[src/rtl/cfr_pkg.sv]
// Package: cfr_pkg
// Shared field positions and enumerations for the classifier action resolver.
// Assumes the action record layout is fixed; only port counts are parameters.
package cfr_pkg;

    // Action word 0 field positions
    localparam int W0_TC_LO   = 10;
    localparam int W0_TC_EN   = 13;
    localparam int W0_MAP_LO  = 14;
    localparam int W0_MODE_LO = 24;

    // Action word 1 field positions
    localparam int W1_CID_LO  = 20;
    localparam int W1_COL_EN  = 28;
    localparam int W1_COL_LO  = 29;

    localparam int TC_W  = 3;
    localparam int CID_W = 8;
    localparam int COL_W = 2;

    typedef enum logic [1:0] {
        FWD_KEEP    = 2'd0,
        FWD_PRUNE   = 2'd1,
        FWD_REPLACE = 2'd2,
        FWD_ADD     = 2'd3
    } fwd_mode_e;

    typedef enum logic [1:0] {
        COL_GREEN  = 2'd0,
        COL_YELLOW = 2'd1,
        COL_RED    = 2'd2,
        COL_RSVD   = 2'd3
    } color_e;

endpackage

[src/rtl/cfr_port_remap.sv]
// Module: cfr_port_remap
// Widens the rule destination field into a physical port map. The field has
// no bit for GAP_PORT: bits below the gap map 1:1, bits at or above it map
// to the next higher physical port. Assumes 0 < GAP_PORT < PHYS_PORTS.
module cfr_port_remap #(
    parameter int PHYS_PORTS = 10,
    parameter int GAP_PORT   = 6,
    localparam int RULE_W    = PHYS_PORTS - 1
) (
    input  logic [RULE_W-1:0]     rule_map,
    output logic [PHYS_PORTS-1:0] phys_map
);

    // One assignment per physical port, picked by position against the gap
    for (genvar p = 0; p < PHYS_PORTS; p++) begin : g_port
        if (p == GAP_PORT) begin : g_gap
            assign phys_map[p] = 1'b0;
        end else if (p < GAP_PORT) begin : g_low
            assign phys_map[p] = rule_map[p];
        end else begin : g_high
            assign phys_map[p] = rule_map[p-1];
        end
    end

endmodule

[src/rtl/cfr_map_merge.sv]
// Module: cfr_map_merge
// Combines the lookup port map with the widened rule map under the 2-bit
// forwarding mode. Purely combinational; both maps are physical port maps.
module cfr_map_merge
    import cfr_pkg::*;
#(
    parameter int PHYS_PORTS = 10
) (
    input  fwd_mode_e             mode,
    input  logic [PHYS_PORTS-1:0] lkp_map,
    input  logic [PHYS_PORTS-1:0] rule_map,
    output logic [PHYS_PORTS-1:0] merged_map
);

    // Select the merge operation named by the mode
    always_comb begin
        unique case (mode)
            FWD_KEEP:    merged_map = lkp_map;
            FWD_PRUNE:   merged_map = lkp_map & ~rule_map;
            FWD_REPLACE: merged_map = rule_map;
            FWD_ADD:     merged_map = lkp_map | rule_map;
            default:     merged_map = lkp_map;
        endcase
    end

endmodule

[src/rtl/cfr_qos_rewrite.sv]
// Module: cfr_qos_rewrite
// Applies the optional traffic class and color overrides. The reserved color
// code leaves the color as it came in. Assumes overrides are pre-gated by hit.
module cfr_qos_rewrite
    import cfr_pkg::*;
(
    input  logic [TC_W-1:0]  tc_in,
    input  logic             tc_chg,
    input  logic [TC_W-1:0]  tc_new,
    input  logic [COL_W-1:0] col_in,
    input  logic             col_chg,
    input  color_e           col_new,
    output logic [TC_W-1:0]  tc_out,
    output logic [COL_W-1:0] col_out
);

    // Class override when enabled
    always_comb begin
        tc_out = tc_chg ? tc_new : tc_in;
    end

    // Color override for defined codes only
    always_comb begin
        col_out = col_in;
        if (col_chg && (col_new != COL_RSVD)) begin
            col_out = col_new;
        end
    end

endmodule

[src/rtl/cfr_resolver.sv]
// Module: cfr_resolver (top)
// Resolves a packet's final destination map, class, color and classification
// ID from the lookup result and a matched rule's action record. One register
// stage; results and out_valid appear one clock after in_valid. Assumes the
// rule destination field (word 0 from bit 14) holds PHYS_PORTS-1 bits.
module cfr_resolver
    import cfr_pkg::*;
#(
    parameter int PHYS_PORTS = 10,
    parameter int GAP_PORT   = 6,
    localparam int RULE_W    = PHYS_PORTS - 1
) (
    input  logic                  clk,
    input  logic                  rst_n,
    input  logic                  in_valid,
    input  logic                  in_hit,
    input  logic [PHYS_PORTS-1:0] in_lkp_map,
    input  logic [TC_W-1:0]       in_tc,
    input  logic [COL_W-1:0]      in_color,
    input  logic [31:0]           in_act_w0,
    input  logic [31:0]           in_act_w1,
    input  logic [31:0]           in_act_w2,
    output logic                  out_valid,
    output logic [PHYS_PORTS-1:0] out_dst_map,
    output logic [TC_W-1:0]       out_tc,
    output logic [COL_W-1:0]      out_color,
    output logic [CID_W-1:0]      out_class_id
);

    // Field extraction
    logic [RULE_W-1:0]     rule_field;
    logic [PHYS_PORTS-1:0] rule_phys;
    fwd_mode_e             mode_eff;
    logic [PHYS_PORTS-1:0] map_nxt;
    logic [TC_W-1:0]       tc_nxt;
    logic [COL_W-1:0]      col_nxt;
    logic [CID_W-1:0]      cid_nxt;

    assign rule_field = in_act_w0[W0_MAP_LO +: RULE_W];

    // A miss forces the keep mode so the lookup map passes through
    always_comb begin
        mode_eff = in_hit ? fwd_mode_e'(in_act_w0[W0_MODE_LO +: 2]) : FWD_KEEP;
    end

    // Classification ID is only meaningful on a hit
    always_comb begin
        cid_nxt = in_hit ? in_act_w1[W1_CID_LO +: CID_W] : '0;
    end

    cfr_port_remap #(
        .PHYS_PORTS (PHYS_PORTS),
        .GAP_PORT   (GAP_PORT)
    ) u_remap (
        .rule_map (rule_field),
        .phys_map (rule_phys)
    );

    cfr_map_merge #(
        .PHYS_PORTS (PHYS_PORTS)
    ) u_merge (
        .mode       (mode_eff),
        .lkp_map    (in_lkp_map),
        .rule_map   (rule_phys),
        .merged_map (map_nxt)
    );

    cfr_qos_rewrite u_qos (
        .tc_in   (in_tc),
        .tc_chg  (in_hit && in_act_w0[W0_TC_EN]),
        .tc_new  (in_act_w0[W0_TC_LO +: TC_W]),
        .col_in  (in_color),
        .col_chg (in_hit && in_act_w1[W1_COL_EN]),
        .col_new (color_e'(in_act_w1[W1_COL_LO +: COL_W])),
        .tc_out  (tc_nxt),
        .col_out (col_nxt)
    );

    // Bits of the record that this block deliberately does not consume
    logic unused_bits;
    assign unused_bits = ^{in_act_w2, in_act_w0[W0_TC_LO-1:0],
                           in_act_w0[31:W0_MODE_LO+2],
                           in_act_w0[W0_MODE_LO-1:W0_MAP_LO+RULE_W],
                           in_act_w1[W1_CID_LO-1:0], in_act_w1[31]};

    // Valid strobe register
    always_ff @(posedge clk) begin
        if (!rst_n) out_valid <= 1'b0;
        else        out_valid <= in_valid;
    end

    // Result registers, loaded only on an input cycle
    always_ff @(posedge clk) begin
        if (!rst_n) begin
            out_dst_map  <= '0;
            out_tc       <= '0;
            out_color    <= '0;
            out_class_id <= '0;
        end else if (in_valid) begin
            out_dst_map  <= map_nxt;
            out_tc       <= tc_nxt;
            out_color    <= col_nxt;
            out_class_id <= cid_nxt;
        end
    end

    // Assertions
    a_r1_valid_follows: assert property (@(posedge clk) disable iff (!rst_n)
        in_valid |=> out_valid);
    a_r1_idle_holds: assert property (@(posedge clk) disable iff (!rst_n)
        !in_valid |=> (!out_valid && $stable(out_dst_map) && $stable(out_class_id)));
    a_r2_miss_passthru: assert property (@(posedge clk) disable iff (!rst_n)
        (in_valid && !in_hit) |=> (out_dst_map == $past(in_lkp_map)
                                   && out_tc == $past(in_tc)
                                   && out_color == $past(in_color)
                                   && out_class_id == '0));
    a_r4_prune_no_new_port: assert property (@(posedge clk) disable iff (!rst_n)
        (in_valid && in_hit && in_act_w0[W0_MODE_LO +: 2] == 2'd1)
        |=> ((out_dst_map & ~$past(in_lkp_map)) == '0));
    a_r6_add_keeps_lookup: assert property (@(posedge clk) disable iff (!rst_n)
        (in_valid && in_hit && in_act_w0[W0_MODE_LO +: 2] == 2'd3)
        |=> ((out_dst_map & $past(in_lkp_map)) == $past(in_lkp_map)));
    a_r7_replace_skips_gap: assert property (@(posedge clk) disable iff (!rst_n)
        (in_valid && in_hit && in_act_w0[W0_MODE_LO +: 2] == 2'd2)
        |=> !out_dst_map[GAP_PORT]);
    a_r9_hit_class_id: assert property (@(posedge clk) disable iff (!rst_n)
        (in_valid && in_hit) |=> (out_class_id == $past(in_act_w1[W1_CID_LO +: CID_W])));

endmodule

[config.mk]
export PLATFORM = sky130hd
export DESIGN_NAME = cfr_resolver
export DESIGN_NICKNAME = d
export VERILOG_FILES = /design/src/rtl/cfr_pkg.sv /design/src/rtl/cfr_port_remap.sv /design/src/rtl/cfr_map_merge.sv /design/src/rtl/cfr_qos_rewrite.sv /design/src/rtl/cfr_resolver.sv
export SDC_FILE = /design/constraint.sdc
export NUM_CORES = 1
export LEC_CHECK = 0
export BUFFER_PORTS_ARGS = -buffer_cell sky130_fd_sc_hd__buf_4
export CORE_AREA = 5 5 66 68
export CTS_CLUSTER_SIZE = 8
export DETAILED_ROUTE_END_ITERATION = 12
export DIE_AREA = 0 0 71 73
export GPL_ROUTABILITY_DRIVEN = 0
export PLACE_DENSITY = 0.77
export SKIP_CTS_REPAIR_TIMING = 1
export SLEW_MARGIN = 15
export SYNTH_ARGS = -nofsm -noshare
export SYNTH_HDL_FRONTEND = slang
export SYNTH_SLANG_ARGS = --single-unit
[constraint.sdc]
create_clock -name clk -period 1.23 [get_ports clk]
set_clock_uncertainty 0.2 [all_clocks]
set_input_delay 0.1845 -clock clk [delete_from_list [all_inputs] [get_ports clk]]
set_output_delay 0.1845 -clock clk [all_outputs]
set_load 0.01 [all_outputs]
==> metrics.md, run 1 <==
| Metric | Value |
|---|---|
| Total number of vias | 1,125 |
| Post-Synth Simple-Gate Area | between 20% and 30% |
| Yosys warning count | 0 |
| Via count of the first global-routing pass | between 900 and 1,000 |
| Number of diodes | 0 |
| Fraction of layout cells with a size suffix above 1 | between 30% and 40% |
| Final ANT Viol Nets | 0 |
| WHS Path Cells | 3 |
| Effective utilization at floorplan | 29.7% |
| Hold Path Class | input pin to flop |
| Sw Ratio | between 20% and 30% |
| Global-route wire length before repair | around 4.7 mm |
| Chip height | 73 microns |
| Finished Core Util | a little under half |
| Post-synthesis mux area share | 2.66% |
| Crit end category | flop |
| Number of buffers created by CTS | 3 |
| Mapped Nets | 244 |
| Sequential power share | 50.7% |
| WL/cell | about 13 microns |
| Bufs on Longest Clock Path | 2 |
| Initial antenna violation count | 0 |
| Nets | 318 |
| Rows | 23 |
| Post-synthesis compound-gate area fraction | between 20 and 25% |
| Most frequent cells in the layout | buf_4, dfxtp_1, o21ai_0 |
| Worst hold slack | -0.0253 ns |
| Register area share after synthesis | a little over two fifths |
| Asr flop ratio synth | 0% |
| Hold endpoint | out_class_id[1] |
| Least-Margin Pin Slew | 0.376 ns |
| Vias per inst | around 4.5 |
| Setup violators final | 0 |
| EDFF count, synth | 0 |
| Largest family of logic cells by synthesized area | simple AND/OR/NAND/NOR gates |
| Core region area | 3800 sq um |
| Failing checks | negative hold slack |
| Critical path, cell by cell | dlygate4sd3_1 > buf_4 > nor2b_1 > o21ai_1 > a31oi_1 |
| Grt ovf | 0 |
| Largest net degree at the start of global routing | 25 |
| VDD IR max | ~0.43 mV |
| Setup TNS | 0 ns |
| Worst reg-to-reg setup slack | about 0.3 ns |
| Critical Path Max Stage Delay | roughly 0.54 ns |
| Fin crit period | approximately 1.2 ns |
| Cell at the slowest stage of the critical path | dlygate4sd3_1 |
| Worst-Skew Late Latency | approximately 0.25 ns |
| Slew HR | roughly 75% |
| Clock slew at reported path FFs | 0.08 ns |
| Gate Count Post-Synth | between 100 and 150 |
| RR Startpoint | out_class_id[0] |
| Pre-antenna DRT Iters | 4 |
| Routed WL | 3.15 mm |
| Unrepaired setup endpoints after global routing | no |
| Maximum clock rate | roughly 840 MHz |
| Final period util | 96.4% |
| Post-Syn Area per Cell | 8.74 sq um |
| Net Sw Power | between 400 and 500 uW |
| Slew Viols, Final | 0 |
| P_int | 1270 uW |
| P per Cell Area | 955 nW/um^2 |
| Worst Setup Start Kind | input pin |
| Final Hold Vio Count | 8 |
| Synth unique cells | 26 |
| Total global-route track usage | between 10 and 15% |
| Post-DP HPWL | around 2.4 mm |
| CP arrival | between 1 and 1.5 ns |
| Main flop type after synthesis | dfxtp_1 |
| Total power | between 1500 and 2000 uW |
| Port Buffers | a little under 70 |
| Area delta synth->final | 55.1% |
| Clk pwr share | between 20% and 30% |
| FF-to-FF End | out_class_id[0] |
| CP Data Required Time | between 1 and 1.5 ns |
| WS Path Type | input pin to flop |
| Clock sink count | 24 |
| Xor-xnor portion of the synthesized cell area | 0% |
| CTS tree | yes |
| Die W | roughly 71 microns |
| MaxCap Viol Count | 0 |
| Iter 0 DRT Violations | 48 |
| Clk root buf | clkbuf_8 |
| Static Leak | 0.000809 uW |
| Outcome | finished, violations left |
| H-tree lvl count | 1 |
| Most common cell after layout, fill and taps aside | buf_4 |
| Gate power share | 22.7% |
| Die ar. | between 5000 and 6000 sq um |
| IO Count | ~140 |
| CP max FO | 2 |
| Synth Area in Adders | 0% |
| HP Start | in_act_w1[21] |
| #FFs+latches synth | 24 |
| Drt drc | 0 |
| Cell Area, Synth | approximately 1100 sq um |
| Reg2Reg Depth | 3 |
metal layers:
layer / global-route usage (%) / routed length [microns]
met1: 15.1 / 1420
met2: 17.6 / 1460
met3: 3.17 / 259
met4: 3.13 / 14
met5: 0 / 0
layout make-up:
type                            instances  area [sq um]
Clock buffer                            3          41.3
Fill cell                             393          2050
Inverter                                1          3.75
Multi-Input combinational cell         95           557
Sequential cell                        24           480
Tap cell                               50          62.6
Timing Repair Buffer                   78           603
stage by stage:
step	cell area, sq um	std cells	setup WS [ns]
final	1750	251	0.0441
after global routing	1750	251	0.0118
after CTS	1680	244	0.106
after detailed placement	1640	241	-0.00246
after global placement	1640	241	0.0282
after floorplan	1130	129	0.158
power by group through the flow:
| stage | registers (uW) | clock network, uW | logic, uW |
|---|---|---|---|
| floorplan | 884 | 0 | 145 |
| global placement | 862 | 0 | 361 |
| detailed placement | 864 | 0 | 367 |
| CTS | 846 | 463 | 367 |
| global route | 852 | 498 | 417 |
| finish | 846 | 444 | 379 |
synthesized netlist by cell type, types with 2 or more instances:
| cell type | number | share of area [%] |
|---|---|---|
| dfxtp_1 | 24 | 43 |
| o31ai_1 | 2 | 1.3 |
| nand3b_1 | 2 | 1.3 |
| a21oi_1 | 11 | 4.9 |
| nand2_1 | 12 | 4.0 |
| clkbuf_2 | 2 | 0.89 |
| nor2b_1 | 19 | 11 |
| buf_6 | 3 | 3.0 |
| mux2i_1 | 3 | 2.7 |
| o21ai_0 | 20 | 8.9 |
| a31oi_1 | 9 | 5.0 |
| and2b_1 | 6 | 4.0 |
| nor2_1 | 2 | 0.67 |
| and3b_2 | 2 | 1.8 |
logic make-up (layout without fill, tap and decap cells):
kind of cell | count (synthesis) | count (layout)
AOI/OAI and AO/OA | 46 | 46
buffers and inverters | 10 | 82
DFF | 24 | 24
muxes | 3 | 3
and+or+nand+nor | 46 | 46
critical path, delay by kind of cell:
family / cells / cell delay, ns
compound gates: 2 / 0.22
buf+inv: 2 / 0.68
simple gates: 1 / 0.10
worst max path at each step:
stage / from / depth (start not counted) / to / slack [ns]
floorplan: in_valid / 5 / out_class_id[0] / 0.16
global placement: in_hit / 4 / out_dst_map[4] / 0.03
detailed placement: in_hit / 4 / out_dst_map[3] / -0.002
CTS: out_dst_map[3] / 1 / out_dst_map[3] / 0.11
global route: in_act_w0[15] / 5 / out_dst_map[1] / 0.01
finish: in_act_w0[20] / 5 / out_dst_map[7] / 0.04
state kept, by name (all words and copies together), names as in the netlist:
name,cells
out_class_id,8
out_color,2
out_dst_map,10
out_tc,3
out_valid,1
Note: power is estimated with default switching activity, not from simulation.
==> inputs of run 2 (changes only) <==
--- a/config.mk
+++ b/config.mk
@@ -11,7 +11,9 @@
 export DETAILED_ROUTE_END_ITERATION = 12
 export DIE_AREA = 0 0 71 73
 export GPL_ROUTABILITY_DRIVEN = 0
+export MAX_ROUTING_LAYER = met4
 export PLACE_DENSITY = 0.77
+export RECOVER_POWER = 100
 export SKIP_CTS_REPAIR_TIMING = 1
 export SLEW_MARGIN = 15
 export SYNTH_ARGS = -nofsm -noshare
==> run 2 against run 1 <==
Net effect: the flow still finishes with violations (negative hold slack); combinational power fell by 10%; maximum frequency grew 0.35%; non-clock buffer count stayed put; clock power barely moved; die area did not move; critical path type unchanged; highest routed layer unchanged.
==> metrics.md, run 2 (synthesized netlist as in run 1, its figures left out) <==
| Metric | Value |
|---|---|
| Core region area | 3800 sq um (unchanged) |
| Chip height | 73 microns (unchanged) |
| Met3 Use GR | 2.62% (-0.55 points) |
| Final Hold Vio Count | 8 (unchanged) |
| Fin crit period | 1.18 ns (-0.00417 ns) |
| CP Data Required Time | 1.22 ns (about the same) |
| Worst hold slack | -0.0243 ns (+0.000937 ns) |
| Vias per inst | 4.49 (+0.27%) |
| Post-route setup slack | 0.0482 ns (+0.00417 ns) |
| Worst slack at placement | -0.00246 ns (unchanged) |
| Clk root buf | clkbuf_8 |
| Met2 usage | 17.6% (unchanged) |
| Drt drc | 0 (unchanged) |
| Slew HR | 64.2% (-11 points) |
| Die W | 71 microns (unchanged) |
| Total global-route track usage | 11.6% (+0.33 points) |
| Clock sink count | 24 (unchanged) |
| GR Util met1 | 15.4% (+0.34 points) |
| Most common cell after layout, fill and taps aside | buf_4 |
| Rows | 23 (unchanged) |
| Critical path, cell by cell | dlygate4sd3_1 > buf_4 > nor2b_1 > o21ai_0 > a31oi_1 |
| Hold Path Class | input pin to flop |
| Hold endpoint | out_class_id[1] |
| Worst-Skew Late Latency | 0.25 ns (about the same) |
| Reg2Reg Depth | 3 (unchanged) |
| Static Leak | 0.000709 uW (-12%) |
| Max reg flops | 10 (unchanged) |
| Worst Setup Start Kind | input pin |
| Cell at the slowest stage of the critical path | dlygate4sd3_1 |
| Final ANT Viol Nets | 0 (unchanged) |
| HP Start | in_act_w1[21] |
| Number of buffers created by CTS | 3 (unchanged) |
| Failing checks | negative hold slack |
| Iter 0 DRT Violations | 45 (-6.3%) |
| Fraction of layout cells with a size suffix above 1 | 26.9% (-12 points) |
| Global-route wire length before repair | 4.71 mm (+0.28%) |
| Delay-heaviest family, CP | buffers and inverters |
| Least-Margin Pin Slew | 0.536 ns (+0.160 ns) |
| Effective utilization at floorplan | 29.7% (unchanged) |
| Outcome | finished, violations left |
| CP max FO | 2 (unchanged) |
| Maximum clock rate | 846 MHz (+0.35%) |
| Initial antenna violation count | 0 (unchanged) |
| Gr busiest metal | met2 |
| CTS tree | yes |
| P per Cell Area | 983 nW/um^2 (+3.0%) |
| Die ar. | 5180 sq um (unchanged) |
| Largest registers | out_dst_map x10, out_class_id x8, out_tc x3 |
| Bufs on Longest Clock Path | 2 (unchanged) |
| Unrepaired setup endpoints after global routing | no |
| Final period util | 96.1% (-0.34 points) |
| Largest net degree at the start of global routing | 25 (unchanged) |
| Area delta synth->final | 46.8% |
| WHS Path Cells | 3 (unchanged) |
| FF-to-FF End | out_class_id[0] |
| WL/cell | 12.5 microns (about the same) |
| MaxCap Viol Count | 0 (unchanged) |
| Pre-antenna DRT Iters | 3 (-1) |
| Most frequent cells in the layout | buf_4, dfxtp_1, clkbuf_1 |
| Port Buffers | 68 (unchanged) |
| Slew Viols, Final | 0 (unchanged) |
| Total number of vias | 1,128 (+0.27%) |
| Critical Path Max Stage Delay | 0.54 ns (about the same) |
| CP arrival | 1.17 ns (about the same) |
| Top reg by flops | out_dst_map |
| Via count of the first global-routing pass | 970 (-0.31%) |
| H-tree lvl count | 1 (unchanged) |
| IO Count | 139 (unchanged) |
| Finished Core Util | 43.6% (-2.4 points) |
| Nets | 318 (unchanged) |
| RR Startpoint | out_class_id[0] |
| Routed WL | 3.15 mm (about the same) |
| Post-DP HPWL | 2.40 mm (unchanged) |
| Crit path buf inv count | 2 (unchanged) |
| Setup violators final | 0 (unchanged) |
| Clock slew at reported path FFs | 0.08 ns (about the same) |
| Number of diodes | 0 (unchanged) |
| Grt ovf | 0 (unchanged) |
| Crit end category | flop |
| WS Path Type | input pin to flop |
| Worst reg-to-reg setup slack | 0.30 ns (about the same) |
| Total power | 1630 uW (-2.5%) |
| VDD IR max | 0.420 mV (-2.0%) |
## run 2: cell types whose count changed in the layout (fill, tap and decap cells not counted), sizes merged
cell / change
clkbuf: +30
buf: -30
## run 2: layout make-up
type	count	area (sq um)
repair buffers	78	510
well taps	50	62.6
flip-flops and latches	24	480
multi-input cells	95	557
inverters	1	3.75
clock buffers	3	41.3
fillers	410	2140
## run 2: power by group
group / switching, uW / total (uW) / internal [uW]
registers: 21.5 / 845 / 823
logic: 154 / 341 / 187
clock network: 224 / 442 / 218
total: 400 / 1630 / 1230
## run 2: stage by stage
step | cells | cell area [sq um] | setup TNS (ns)
floorplan | 129 | 1130 | 0
global placement | 241 | 1640 | 0
detailed placement | 241 | 1640 | -0.00246
CTS | 244 | 1680 | 0
global route | 251 | 1660 | 0
finish | 251 | 1660 | 0
## run 2: metal layers
metal / part of all wire, % / vias to the layer above / wire [microns]
met4: 0.54 / 0 / 17
li1: - / 591 / -
met1: 47 / 492 / 1490
met2: 46 / 43 / 1450
met3: 6.0 / 2 / 188
met5: 0 / - / 0
## run 2: worst max-delay path by stage
stage                              start         endpoint  slack (ns)  cells after the start
after global placement            in_hit   out_dst_map[4]        0.03                      4
after floorplan                 in_valid  out_class_id[0]        0.16                      5
after detailed placement          in_hit   out_dst_map[3]      -0.002                      4
final                      in_act_w0[15]   out_dst_map[1]        0.05                      5
after CTS                 out_dst_map[3]   out_dst_map[3]        0.11                      1
after global routing       in_act_w0[15]   out_dst_map[1]        0.01                      5
## run 2: worst register-to-register path, delay by kind of cell, from the launching register on
family             cells  cell delay (ns)
and+or+nand+nor        2             0.20
AOI/OAI and AO/OA      1             0.11
DFF                    1             0.31
==> inputs of run 3 (changes only) <==
--- a/config.mk
+++ b/config.mk
@@ -5,14 +5,14 @@
 export SDC_FILE = /design/constraint.sdc
 export NUM_CORES = 1
 export LEC_CHECK = 0
-export BUFFER_PORTS_ARGS = -buffer_cell sky130_fd_sc_hd__buf_4
-export CORE_AREA = 5 5 66 68
+export BUFFER_PORTS_ARGS = -buffer_cell sky130_fd_sc_hd__buf_2
+export CORE_AREA = 5 5 68 70
 export CTS_CLUSTER_SIZE = 8
 export DETAILED_ROUTE_END_ITERATION = 12
-export DIE_AREA = 0 0 71 73
+export DIE_AREA = 0 0 73 75
 export GPL_ROUTABILITY_DRIVEN = 0
 export MAX_ROUTING_LAYER = met4
-export PLACE_DENSITY = 0.77
+export PLACE_DENSITY = 0.73
 export RECOVER_POWER = 100
 export SKIP_CTS_REPAIR_TIMING = 1
 export SLEW_MARGIN = 15
==> run 3 against run 2 <==
Net effect: non-clock buffer count increased by 1; die area increased by 5.6%; largest cell class unchanged; hold slack got worse by 0.0034 ns; critical endpoint is now out_dst_map[2]; sequential power about the same; the run still ends with negative hold slack left; cell area decreased by 4.6%; routed wire length decreased by 3.1%.
==> metrics.md, run 3 (synthesized netlist as in run 1, its figures left out) <==
| Metric | Value |
|---|---|
| Max reg flops | 10 (unchanged) |
| Clk root buf | clkbuf_8 |
| Nets | 319 (+0.31%) |
| Outcome | finished, violations left |
| Critical path, cell by cell | clkbuf_1 |
| Least-Margin Pin Slew | 0.357 ns (-0.179 ns) |
| CP Data Required Time | 0.85 ns (-0.37 ns) |
| Maximum clock rate | 869 MHz (+2.7%) |
| MaxCap Viol Count | 0 (unchanged) |
| Multi-input logic area | 557 sq um (unchanged) |
| Fin crit period | 1.15 ns (-0.0305 ns) |
| # fillers | 435 (+6.1%) |
| Pre-antenna DRT Iters | 4 (+1) |
| Global-route wire length before repair | 4.52 mm (-4.0%) |
| Final Hold Vio Count | 11 (+3) |
| Setup violators final | 0 (unchanged) |
| Post-DP HPWL | 2.38 mm (-0.90%) |
| Most common cell after layout, fill and taps aside | buf_2 |
| Chip height | 75 microns (+2.7%) |
| CTS tree | yes |
| Slew HR | 76.2% (+12 points) |
| VDD IR max | 0.358 mV (-15%) |
| Largest registers | out_dst_map x10, out_class_id x8, out_tc x3 |
| Cell at the slowest stage of the critical path | dfxtp_1 |
| Placed Cells | 242 (+0.41%) |
| Fraction of layout cells with a size suffix above 1 | 27.6% (+0.72 points) |
| Static Leak | 0.000691 uW (-2.6%) |
| Number of buffers created by CTS | 3 (unchanged) |
| Port Buffers | 68 (unchanged) |
| P per Cell Area | 1060 nW/um^2 (+7.9%) |
| Number of diodes | 0 (unchanged) |
| Iter 0 DRT Violations | 18 (-60%) |
| Final period util | 93.6% (-2.5 points) |
| Core region area | 3910 sq um (+3.0%) |
| IO Count | 139 (unchanged) |
| CP arrival | 0.77 ns (-0.40 ns) |
| WS Path Type | flop to primary output |
| H-tree lvl count | 1 (unchanged) |
| Routed WL | 3.05 mm (-3.1%) |
| Top reg by flops | out_dst_map |
| Worst-Skew Late Latency | 0.26 ns (about the same) |
| Crit end category | primary output |
| Vias per inst | 4.54 (+1.1%) |
| Area delta synth->final | 40.1% |
| Clock slew at reported path FFs | 0.08 ns (about the same) |
| Total global-route track usage | 10.8% (-0.75 points) |
| Die ar. | 5480 sq um (+5.6%) |
| Hold Path Class | input pin to flop |
| Unrepaired setup endpoints after global routing | no |
| Delay-heaviest family, CP | flip-flops |
| Drt drc | 0 (unchanged) |
| Failing checks | negative hold slack |
| Crit path buf inv count | 1 (-1) |
| Final ANT Viol Nets | 0 (unchanged) |
| Effective utilization at floorplan | 28.8% (-0.87 points) |
| Clock sink count | 24 (unchanged) |
| Worst hold slack | -0.0277 ns (-0.00338 ns) |
| CP max FO | 2 (unchanged) |
| Bufs on Longest Clock Path | 2 (unchanged) |
| Critical Path Max Stage Delay | 0.34 ns (-0.20 ns) |
| Most frequent cells in the layout | buf_2, clkbuf_1, dfxtp_1 |
| Via count of the first global-routing pass | 1,072 (+11%) |
| Die W | 73 microns (+2.8%) |
| Grt ovf | 0 (unchanged) |
| Total number of vias | 1,149 (+1.9%) |
| Largest net degree at the start of global routing | 23 (-8.0%) |
| Rows | 23 (unchanged) |
| Seq. cell area | 480 sq um (unchanged) |
| Worst Setup Start Kind | flop |
| WL/cell | 12.1 microns (-3.8%) |
| Initial antenna violation count | 0 (unchanged) |
| Finished Layout Cells | 253 (+0.80%) |
| Slew Viols, Final | 0 (unchanged) |
## run 3: cell count changes in the layout (fill, tap and decap cells not counted)
cell | previous run | this run
and2_0 | 1 | 0
clkbuf_2 | 1 | 2
buf_4 | 41 | 2
buf_12 | 0 | 1
and2_1 | 0 | 1
buf_2 | 0 | 43
clkbuf_8 | 3 | 4
clkbuf_4 | 5 | 0
## run 3: path summary, 6_finish.rpt
kind	startpoint	depth (start not counted)	endpoint	slack (ns)
worst max-delay path	out_dst_map[2]	1	out_dst_map[2]	0.08
worst min-delay path	in_act_w1[27]	3	out_class_id[7]	-0.03
worst max register to register	out_class_id[1]	3	out_class_id[1]	0.29
worst min register to register	out_dst_map[6]	2	out_dst_map[6]	0.28
## run 3: through the flow
stage / total power (uW) / cell area, sq um / utilization (%) / setup WS [ns] / TNS (ns)
floorplan: 1030 / 1130 / - / 0.158 / 0
global route: 1770 / 1580 / 40.3 / 0.0299 / 0
CTS: 1700 / 1540 / 39.4 / 0.0886 / 0
detailed placement: 1170 / 1490 / 38.0 / -0.103 / -0.411
finish: 1680 / 1580 / 40.3 / 0.0787 / 0
global placement: 1170 / 1490 / 38.0 / -0.0457 / -0.296
## run 3: worst reg2reg max path, stage by stage, from the launching register on
cell and delay (ns):
dfxtp_1 0.32, and2b_1 0.15, a21oi_1 0.12, nor2b_1 0.06
## run 3: where the power goes
part	internal [uW]	switching [uW]	leakage, uW
Clock	285	235	0.0000288
Combinational	155	156	0.000464
Sequential	824	21.4	0.000198
Total	1260	413	0.000691
## run 3: layer usage
metal	wire, microns	GRT usage (%)	vias to the layer above	part of all wire [%]
met5	0	-	-	0
met4	8	3.07	0	0.26
met3	359	2.00	2	12
met2	1320	17.0	60	43
met1	1360	14.2	495	45
li1	-	-	592	-
## run 3: final cells by class
class                      instances  share of cell area, %
timing repair buffer              79                   26.6
clock buffer                       4                   3.49
inverter                           1                  0.238
sequential                        24                   30.4
multi-input combinational         95                   35.3
tap                               50                   3.96
